===== config.mk =====
export PLATFORM = sky130hd
export DESIGN_NAME = usb_irq_enable_ctl
export DESIGN_NICKNAME = d
export VERILOG_FILES = /design/src/rtl/usb_irq_pkg.sv /design/src/rtl/usb_irq_en_bank.sv /design/src/rtl/usb_irq_status_bank.sv /design/src/rtl/usb_irq_combine.sv /design/src/rtl/usb_irq_enable_ctl.sv
export SDC_FILE = /design/constraint.sdc
export NUM_CORES = 1
export LEC_CHECK = 0
export BUFFER_PORTS_ARGS = -buffer_cell sky130_fd_sc_hd__buf_4
export CORE_MARGIN = 2
export CORE_UTILIZATION = 42
export DETAILED_ROUTE_END_ITERATION = 8
export HOLD_SLACK_MARGIN = 0.03
export PLACE_DENSITY = 0.92
export SYNTH_ARGS = -nofsm -noshare
export SYNTH_HDL_FRONTEND = slang
export SYNTH_SLANG_ARGS = --single-unit
export TNS_END_PERCENT = 5

===== constraint.sdc =====
create_clock -name clk -period 1.4 [get_ports clk]
set_input_delay 0 -clock clk [delete_from_list [all_inputs] [get_ports clk]]
set_output_delay 0 -clock clk [all_outputs]
set_load 0.03 [all_outputs]

===== src/rtl/usb_irq_pkg.sv =====
package usb_irq_pkg;
  localparam int NSRC    = 7;
  localparam int DATA_W  = 32;
  localparam int MIE_POS = 31;
  localparam int OC_POS  = 30;

  // Interrupt request from latched status, source enables and master.
  function automatic logic irq_next(input logic [NSRC-1:0] st,
                                    input logic [NSRC-1:0] en,
                                    input logic            mie);
    return mie & (|(st & en));
  endfunction

  // Enable register image as seen on the bus.
  function automatic logic [DATA_W-1:0] pack_enable(input logic mie,
                                                    input logic [NSRC-1:0] en);
    logic [DATA_W-1:0] w;
    w = '0;
    w[MIE_POS]    = mie;
    w[NSRC-1:0]   = en;
    return w;
  endfunction

  // Status register image as seen on the bus.
  function automatic logic [DATA_W-1:0] pack_status(input logic [NSRC-1:0] st);
    logic [DATA_W-1:0] w;
    w = '0;
    w[NSRC-1:0] = st;
    return w;
  endfunction
endpackage


===== src/rtl/usb_irq_en_bank.sv =====
module usb_irq_en_bank #(
  parameter int WIDTH = 8
) (
  input  logic             clk,
  input  logic             rst_n,
  input  logic [WIDTH-1:0] set_mask,
  input  logic [WIDTH-1:0] clr_mask,
  output logic [WIDTH-1:0] en_q
);
  // One flop per enable; a clear request wins over a set request.
  for (genvar i = 0; i < WIDTH; i++) begin : g_bit
    always_ff @(posedge clk or negedge rst_n) begin
      if (!rst_n)           en_q[i] <= 1'b0;
      else if (clr_mask[i]) en_q[i] <= 1'b0;
      else if (set_mask[i]) en_q[i] <= 1'b1;
    end
  end
endmodule


===== src/rtl/usb_irq_status_bank.sv =====
module usb_irq_status_bank #(
  parameter int WIDTH = 7
) (
  input  logic             clk,
  input  logic             rst_n,
  input  logic [WIDTH-1:0] evt,
  input  logic [WIDTH-1:0] ack_mask,
  output logic [WIDTH-1:0] st_q
);
  // Sticky latch; a new event wins over an acknowledge so nothing is lost.
  for (genvar i = 0; i < WIDTH; i++) begin : g_bit
    always_ff @(posedge clk or negedge rst_n) begin
      if (!rst_n)           st_q[i] <= 1'b0;
      else if (evt[i])      st_q[i] <= 1'b1;
      else if (ack_mask[i]) st_q[i] <= 1'b0;
    end
  end
endmodule


===== src/rtl/usb_irq_combine.sv =====
module usb_irq_combine
  import usb_irq_pkg::*;
(
  input  logic            clk,
  input  logic            rst_n,
  input  logic [NSRC-1:0] st,
  input  logic [NSRC-1:0] en,
  input  logic            mie,
  output logic            irq_q
);
  logic irq_d;
  assign irq_d = irq_next(st, en, mie);

  always_ff @(posedge clk or negedge rst_n) begin
    if (!rst_n) irq_q <= 1'b0;
    else        irq_q <= irq_d;
  end
endmodule


===== src/rtl/usb_irq_enable_ctl.sv =====
module usb_irq_enable_ctl
  import usb_irq_pkg::*;
#(
  parameter int ADDR_W       = 2,
  parameter int ADDR_STATUS  = 0,
  parameter int ADDR_SET     = 1,
  parameter int ADDR_CLEAR   = 2
) (
  input  logic              clk,
  input  logic              rst_n,
  input  logic [ADDR_W-1:0] reg_addr,
  input  logic              reg_wr,
  input  logic [DATA_W-1:0] reg_wdata,
  output logic [DATA_W-1:0] reg_rdata,
  input  logic [NSRC-1:0]   evt_raw,
  output logic              irq_o
);
  localparam int EN_W = NSRC + 1;   // source enables plus master

  // Decoded bus events, named for the checker.
  logic hit_status, hit_set, hit_clear;
  logic wr_status, wr_set, wr_clear;
  assign hit_status = (reg_addr == ADDR_W'(ADDR_STATUS));
  assign hit_set    = (reg_addr == ADDR_W'(ADDR_SET));
  assign hit_clear  = (reg_addr == ADDR_W'(ADDR_CLEAR));
  assign wr_status  = reg_wr & hit_status;
  assign wr_set     = reg_wr & hit_set;
  assign wr_clear   = reg_wr & hit_clear;

  // Write data bits that map onto enables: master on top, sources below.
  logic [EN_W-1:0] wbits;
  assign wbits = {reg_wdata[MIE_POS], reg_wdata[NSRC-1:0]};

  logic [EN_W-1:0] set_mask, clr_mask;
  assign set_mask = wr_set   ? wbits : '0;
  assign clr_mask = wr_clear ? wbits : '0;

  logic [NSRC-1:0] ack_mask;
  assign ack_mask = wr_status ? reg_wdata[NSRC-1:0] : '0;

  // Bits of the write data that have no storage behind them.
  logic unused_wbits;
  assign unused_wbits = ^reg_wdata[OC_POS:NSRC];

  logic [EN_W-1:0] en_all;
  logic [NSRC-1:0] src_en;
  logic            mie_q;
  logic [NSRC-1:0] st_q;

  usb_irq_en_bank #(.WIDTH(EN_W)) u_en (
    .clk      (clk),
    .rst_n    (rst_n),
    .set_mask (set_mask),
    .clr_mask (clr_mask),
    .en_q     (en_all)
  );

  assign src_en = en_all[NSRC-1:0];
  assign mie_q  = en_all[EN_W-1];

  usb_irq_status_bank #(.WIDTH(NSRC)) u_st (
    .clk      (clk),
    .rst_n    (rst_n),
    .evt      (evt_raw),
    .ack_mask (ack_mask),
    .st_q     (st_q)
  );

  usb_irq_combine u_irq (
    .clk   (clk),
    .rst_n (rst_n),
    .st    (st_q),
    .en    (src_en),
    .mie   (mie_q),
    .irq_q (irq_o)
  );

  // Read mux; the ownership bit and the reserved gap are constant zero.
  always_comb begin
    if (hit_status)              reg_rdata = pack_status(st_q);
    else if (hit_set | hit_clear) reg_rdata = pack_enable(mie_q, src_en);
    else                         reg_rdata = '0;
  end
endmodule


## Yosys cells after proc, flatten, opt, wreduce, memory -nomap -nowiden

Cells that the tools add are included.

- Eq/ne operators: 2
- Mux-type cells: 35
- Bitwise operators: 6
- Reduce and logical (&&, ||, !) cells: 17

Operators by type and width:

| cell | count |
|---|---|
| $mux 32 | 2 |
| $mux 1 | 30 |
| $reduce_bool 2->1 | 15 |
| $mux 8 | 2 |
| $and 7x7->7 | 1 |
| $mux 7 | 1 |
| $reduce_or 7->1 | 1 |
| $and 1x1->1 | 4 |
| $eq 2x1->1 const B | 1 |
| $eq 2x2->1 const B | 1 |
| $logic_not 2->1 | 1 |
| $or 1x1->1 | 1 |

- Register bits: 16
- Input bits: 44
- Output and inout port bits: 33
- Logic and storage cells: 76

## Depth between registers and ports, before layout

Gate-level depths: netlist of run 1.

- Word-level depth: 5
- Gate-level depth with buffers: 5
- Gate-level depth less buffers: 4

## Cells and area by module

From an unflattened synthesis of run 1, not the netlist that was laid out.

- Cells, all modules: 112
- Area total of the unflattened synthesis: 1,094.8 um2

Modules (own cells, without submodules):

| module | times used | cells each | area each (um2) | sequential area each (um2) |
|---|---|---|---|---|
| usb_irq_enable_ctl | 1 | 69 | 500.5 | 0.0 |
| usb_irq_en_bank | 1 | 16 | 280.3 | 200.2 |
| usb_irq_status_bank | 1 | 21 | 254.0 | 175.2 |
| usb_irq_combine | 1 | 6 | 60.1 | 25.0 |

## Worst setup path after synthesis of run 1

OpenSTA, ideal clock, no wires.

- Kind: register to register
- From: register u_st.st_q[3]
- To: register u_irq.irq_q
- Library setup time: 0.136 ns
- Data arrival time: 0.789 ns
- Required time: 1.264 ns
- Slack: 0.475 ns
- Cell stages (with the launch flop): 3
- Path buffers: 0
- Period minus slack after synthesis: 0.925 ns
- Cells stage by stage: dfrtp_1 -> a222oi_1 -> a31oi_1

- Cells in the longest elaborated chain, start to end: 3

RTL lines:

| element | line | source |
|---|---|---|
| from (decl) | usb_irq_status_bank.sv:8 | `output logic [WIDTH-1:0] st_q` |
| from (signal, indexed assignment) | usb_irq_status_bank.sv:13 | `if (!rst_n) st_q[i] <= 1'b0;` |
| from (signal, indexed assignment) | usb_irq_status_bank.sv:14 | `else if (evt[i]) st_q[i] <= 1'b1;` |
| from (signal, indexed assignment) | usb_irq_status_bank.sv:15 | `else if (ack_mask[i]) st_q[i] <= 1'b0;` |
| $and 7x7->7 | usb_irq_pkg.sv:11 | `return mie & (\|(st & en));` |
| $reduce_or 7->1 | usb_irq_pkg.sv:11 |  |
| $and 1x1->1 | usb_irq_pkg.sv:11 |  |
| net u_irq.irq_d | usb_irq_combine.sv:11 | `logic irq_d;` |
| to (signal assigned) | usb_irq_combine.sv:16 | `else irq_q <= irq_d;` |
| to (decl) | usb_irq_combine.sv:9 | `output logic irq_q` |

The timed path passes the listed nets, and every way through them passes these cells.
A chain may end at the register's enable or synchronous reset.

## Final worst setup path of run 1

- From: input port reg_addr[1]
- To: output port reg_rdata[4]

- Cells in the longest elaborated chain, start to end: 4
- Elaborated cells between the ends (all ways): 6
- Classes of those cells: eq/ne (2); mux (2); bitwise (1); reduce/logical (1)

RTL lines:

| element | line | source |
|---|---|---|
| from (decl) | usb_irq_enable_ctl.sv:11 | `input logic [ADDR_W-1:0] reg_addr,` |
| $eq 2x1->1 / $eq 2x2->1 (equally long branches) | usb_irq_enable_ctl.sv:24, usb_irq_enable_ctl.sv:25 |  |
| $or 1x1->1 | usb_irq_enable_ctl.sv:81 | `else if (hit_set \| hit_clear) reg_rdata = pack_enable(mie_q, src_en);` |
| $mux 32 | usb_irq_enable_ctl.sv:81 |  |
| $mux 32 (*) | usb_irq_enable_ctl.sv:80 | `if (hit_status) reg_rdata = pack_status(st_q);` |
| to (decl) | usb_irq_enable_ctl.sv:14 | `output logic [DATA_W-1:0] reg_rdata,` |

Every way passes the cells marked *; elsewhere a longest branch is shown, timed or not.

==> results of run 1 <==
[worst max-delay path, cell delays in order]
cell and delay (ns):
buf_4 0.09, inv_1 0.05, ha_1 0.26, nor2b_1 0.50, a22o_1 0.23, buf_4 0.16
[layout by cell type (no fill, tap or decap)]
cell type / count
clkbuf_4: 3
a222oi_1: 1
dfrtp_1: 16
nor2b_1: 1
a22o_1: 7
buf_4: 29
clkbuf_8: 1
a22oi_1: 2
conb_1: 24
nand3_1: 7
dlygate4sd3_1: 17
inv_1: 3
a31oi_1: 10
a21o_1: 7
and2_4: 1
and2_1: 1
a21oi_1: 7
ha_1: 3
[power by group through the flow]
stage / logic, mW / clock network, mW / registers (mW)
global route: 0.500 / 0.335 / 0.573
floorplan: 0.340 / 0 / 0.574
finish: 0.464 / 0.298 / 0.567
CTS: 0.464 / 0.309 / 0.566
global placement: 0.415 / 0 / 0.568
detailed placement: 0.427 / 0 / 0.575
[cell type report]
class / instances / area [um^2] / area share
multi-input cells: 71 / 420.4 / 0.3256
flip-flops and latches: 16 / 400.4 / 0.3101
repair buffers: 46 / 387.9 / 0.3004
clock buffers: 4 / 36.28 / 0.02810
well taps: 28 / 35.03 / 0.02713
inverters: 3 / 11.26 / 0.008721
[cell families after synthesis]
| logic type | Yosys count |
|---|---|
| other | 1 |
| DFF | 16 |
| and+or+nand+nor | 10 |
| adders and majority gates | 3 |
| AOI/OAI and AO/OA | 34 |
| buffers and inverters | 33 |
[metal layers]
metal	track usage	vias to the layer above	wire length, um
met1	0.2033	393	835
met5	0	-	0
met2	0.2958	46	1103
met3	0.02571	0	158
li1	-	384	-
met4	0.05128	0	0
[cell usage after synthesis]
master    instances  area [um^2]
conb_1            1        3.750
a222oi_1          1        10.01
a31oi_1          10        62.56
dfrtp_1          16        400.4
nand3_1           7        35.03
and2_4            1        8.760
a21o_1            7        52.55
a21oi_1           7        35.03
clkbuf_1          1        3.750
buf_6             4        45.04
inv_1             3        11.26
buf_4            24        180.2
a22o_1            7        61.31
and2_1            1        6.260
nor2b_1           1        6.260
ha_1              3        37.54
a22oi_1           2        15.01
buf_2             1        5.000
[final timing paths]
check | from | endpoint | slack [ns] | depth (start not counted)
setup / recovery | reg_addr[1] | reg_rdata[4] | 0.11 | 6
hold / removal | reg_wr | u_en.en_q[7] | 0.07 | 2
setup reg to reg | u_st.st_q[2] | u_st.st_q[2] | 0.19 | 2
hold reg to reg | u_st.st_q[5] | u_st.st_q[5] | 0.52 | 1
max in group asynchronous | rst_n | u_en.en_q[6] | 1.11 | 2
min in group asynchronous | rst_n | u_en.en_q[3] | 0.10 | 2
[flip-flops by register name (all words and copies together), names as in the netlist]
| signal | flops |
|---|---|
| u_irq.irq_q | 1 |
| u_st.st_q | 7 |
| u_en.en_q | 8 |
[through the flow]
stage,cell area (um^2),hold WS [ns]
finish,1291,0.06861
global route,1291,0.06462
CTS,1291,0.05834
detailed placement,1085,-0.1307
global placement,1085,-0.1378
floorplan,1066,-0.2956
==> flow_summary.yaml, run 1 <==
run_status:
  status: "complete, no violations"
timing:
  max_freq_mhz: 772.7
  setup_tns_ns: 0
  setup_viol: 0
  rsz0062_at_grt: "no"
  fin_skew_ns: 0.005795
  setup_ws_ns: 0.1058
  fin_crit_sh: 0.9244
  slew_headroom: 0.5917
  worstMarginPinSlew_ns: 0.6112
  fin_crit_ns: 1.294
  finalHoldViolCount: 0
  slew_violations: 0
clock_network:
  clkTransAtPathRegs_ns: 0.09
  cts_buffer_depth: 2
  cts_tree: "done"
  numClockSinks: 16
  htreeDepth: 1
  ctsResizeCount: 0
  ctsHoldBuffers: 17
  cts_root_buf: "clkbuf_4"
  postCtsSetupBuffers: 0
  cts_made_buffers: 3
  clk_latency_ns: 0.28
setup_path:
  crit_required_ns: 1.40
  worst-endpoint-arrival_ns: 1.29
  startpoint_type: "input port"
  criticalPathCategory: "in2out"
  cp-end-kind: "output port"
  path_max_fanout: 8
yosys:
  yosysWarnings: 0
  synth_area_um2: 979.7
  synth-seq-cells: 16
  synthXorXnorAreaFrac: 0
  syn_inst: 97
  avgSynthCellArea_um2: 10.10
  synth_compound_area_frac: 0.2414
  synthSimpleGateAreaFrac: 0.05747
  synth-seq-area-share: 0.4087
  synthAdderAreaFrac: 0.03831
  synth_top_family_by_area: "buffers and inverters"
  synthMuxAreaShare: 0
  synth.distinct_cells: 18
floorplan:
  core_area_um2: 2212
  std_cell_rows: 17
  dieArea_um2: 2735
  initial_core_util: 0.4429
  die_h_um: 52.30
  io_pins: 77
  dieWidth_um: 52.30
detailed_routing:
  route.detailed.drc: 0
  via_count: 823
  routed_wl_mm: 2.097
  ant_nets: 0
  wire_per_inst_um: 12.48
  drt-pass1-iter-count: 4
  dr.first_iter.drc_count: 27
  via_per_inst: 4.899
layout:
  fin_util: 0.5837
  area_growth_pct: 31.80
  nFillCells: 211
  fin_nets: 188
  instances_no_fill: 168
  diodes: 0
  drive_gt1_frac: 0.2429
pwr:
  pwr-share-clk: 0.224
  p_leak_nw: 0.6120
  power_density_nw_per_um2: 1029
  internal_power_mw: 0.8623
  switchingPower_mw: 0.4668
  ir_worst_vdd_v: 0.0006755
  p_comb_frac: 0.349
  swShare: 0.3512
  seq_power_share: 0.426
  power_mw: 1.329
grt:
  grt.overflow.total: 0
  grt_max_degree: 18
  grt_pass1_vias: 773
  track_usage: 0.1660
  grt_pass1_wl_mm: 3.346
  antenna_found_initial: 0
placed_design:
  post-dp-hpwl_mm: 1.493
  gp_congestion: 0.7508
  port_buffers: 28
  place_worst_setup_slack_ns: 0.1146
  dp.cells: 147
worst_hold_path:
  hold_path_class: "in2reg"
flow_run:
  maxCapViolCount: 0
No activity file was read; power rests on OpenSTA's default activity.
==> inputs of run 2 (changes only) <==
CORE_UTILIZATION = 43   (was 42)
CTS_BUF_LIST = sky130_fd_sc_hd__clkbuf_4 sky130_fd_sc_hd__clkbuf_8   (was unset)
PLACE_DENSITY = 0.93   (was 0.92)
SLEW_MARGIN = 30   (was unset)
==> run 2 against run 1 <==
  * Sequential power is essentially flat
  * Combinational power barely moved
  * Via count fell by 3.2%
  * Die area fell by 2.1%
  * Critical endpoint is now reg_rdata[31]
  * Register-to-register slack improved by 0.20 ns
  * Non-clock buffer count shrank 1
  * Worst setup slack improved by 0.037 ns
  * Clock power shrank 22%
  * First-iteration DRC count fell by 63%
  * Largest power group unchanged
  * Count of clock-buffer cells in the layout is 1 lower
  * Largest cell class unchanged
  * Critical path depth is the same
==> flow_summary.yaml, run 2 (synthesis gave the netlist of run 1 again) <==
run_status:
  status: "complete, no violations"
timing:
  setup_viol: 0
  setup_tns_ns: 0
  slew_headroom: 0.6203
  rsz0062_at_grt: "no"
  finalHoldViolCount: 0
  slew_violations: 0
  worst_hold_slack_ns: 0.06308
  fin_crit_sh: 0.8977
  fin_crit_ns: 1.257
  fin_skew_ns: 0.0008392
  max_freq_mhz: 795.7
  worstMarginPinSlew_ns: 0.5684
detailed_routing:
  via_per_inst: 4.801
  ant_nets: 0
  via_count: 797
  drt-pass1-iter-count: 4
  routed_wl_mm: 1.917
  wire_per_inst_um: 11.55
  dr.first_iter.drc_count: 10
  route.detailed.drc: 0
layout:
  top_regs: "u_en.en_q: 8 flops, u_st.st_q: 7 flops, u_irq.irq_q: 1 flops"
  layout_common_cells: "29 x buf_4, 24 x conb_1, 16 x dlygate4sd3_1, 16 x dfrtp_1, 10 x a31oi_1"
  fin_nets: 187
  largest_reg_flops: 8
  area_growth_pct: 29.37
  nFillCells: 200
  layout_commonest_cell: "buf_4"
  diodes: 0
  drive_gt1_frac: 0.2391
  largest_register: "u_en.en_q"
pwr:
  ir_worst_vdd_v: 0.0005855
  power_density_nw_per_um2: 990.6
  swShare: 0.3607
  p_leak_nw: 0.6031
  p_comb_frac: 0.367
  pwr-share-clk: 0.184
  internal_power_mw: 0.8027
  seq_power_share: 0.449
  switchingPower_mw: 0.4529
clock_network:
  numClockSinks: 16
  cts_buffer_depth: 2
  cts_root_buf: "clkbuf_4"
  clk_latency_ns: 0.28
  postCtsSetupBuffers: 0
  clkTransAtPathRegs_ns: 0.08
  cts_made_buffers: 3
  cts_tree: "done"
  htreeDepth: 1
setup_path:
  worstSetupEndpoint: "reg_rdata[31]"
  worst-endpoint-arrival_ns: 1.26
  ff2ff_setup_slack_ns: 0.39
  path_max_fanout: 8
  r2r_cells: 2
  r2r_end: "u_irq.irq_q"
  startpoint_type: "input port"
  criticalPathCategory: "in2out"
  r2r_start: "u_st.st_q[3]"
  crit_required_ns: 1.40
  cp-end-kind: "output port"
  crit_start: "reg_addr[0]"
floorplan:
  dieArea_um2: 2676
  std_cell_rows: 17
  initial_core_util: 0.4472
  die_h_um: 51.73
  dieWidth_um: 51.73
  core_area_um2: 2191
  io_pins: 77
grt:
  grt_pass1_vias: 727
  grt.overflow.total: 0
  grt_max_degree: 18
  grt_pass1_wl_mm: 3.022
  antenna_found_initial: 0
  track_usage: 0.1533
placed_design:
  port_buffers: 28
  post-dp-hpwl_mm: 1.439
  gp_congestion: 0.7218
worst_hold_path:
  hold_path_class: "in2reg"
flow_run:
  maxCapViolCount: 0
[run 2: power groups by stage]
stage / logic, mW / registers [mW] / clock network (mW)
floorplan: 0.340 / 0.574 / 0
global placement: 0.415 / 0.568 / 0
detailed placement: 0.428 / 0.573 / 0
CTS: 0.464 / 0.563 / 0.237
global route: 0.496 / 0.571 / 0.256
finish: 0.461 / 0.564 / 0.231
[run 2: what timing repair did]
| item | 4_1_cts | 5_1_grt |
|---|---|---|
| hold buffers | 16 | 0 |
| resized for setup | 0 | 0 |
| hold endpoints to repair | 31 | 0 |
[run 2: worst min-delay path by stage]
stage,startpoint,endpoint,slack [ns],cells past startpoint
2_1_floorplan,rst_n,u_en.en_q[0],-0.30,0
3_3_place_gp,rst_n,u_st.st_q[3],-0.14,1
5_1_grt,reg_wr,u_en.en_q[7],0.07,2
4_1_cts,reg_wr,u_en.en_q[7],0.06,2
3_5_place_dp,rst_n,u_en.en_q[3],-0.13,1
6_report,reg_wr,u_en.en_q[7],0.06,2
[run 2: metrics by stage]
step	worst slack, ns	power [mW]	area, um^2	cells	util
global placement	0.1355	0.9835	1085	147	0.4951
CTS	0.1213	1.264	1267	166	0.5785
detailed placement	0.1231	1.001	1085	147	0.4951
floorplan	0.4753	0.9139	1066	120	-
global route	0.02921	1.324	1267	166	0.5785
finish	0.1433	1.256	1267	166	0.5785
[run 2: layout make-up]
| type | instances | area [um^2] | area share |
|---|---|---|---|
| multi-input combinational | 71 | 420.4 | 0.3317 |
| sequential | 16 | 400.4 | 0.3159 |
| timing repair buffer | 45 | 377.9 | 0.2981 |
| tap | 28 | 35.03 | 0.02764 |
| clock buffer | 3 | 22.52 | 0.01777 |
| inverter | 3 | 11.26 | 0.008884 |
[run 2: layer usage]
metal | share of wire | routed length [um] | GRT usage | vias up
li1 | - | - | - | 379
met1 | 0.41 | 778 | 0.1651 | 376
met2 | 0.51 | 977 | 0.2906 | 38
met3 | 0.071 | 136 | 0.02586 | 4
met4 | 0.014 | 26 | 0.06579 | 0
met5 | 0 | 0 | 0 | -
[run 2: worst max-delay path: stages]
cell     delay, ns
buf_4         0.08
inv_1         0.05
ha_1          0.26
nor2b_1       0.47
and2_1        0.23
buf_4         0.16
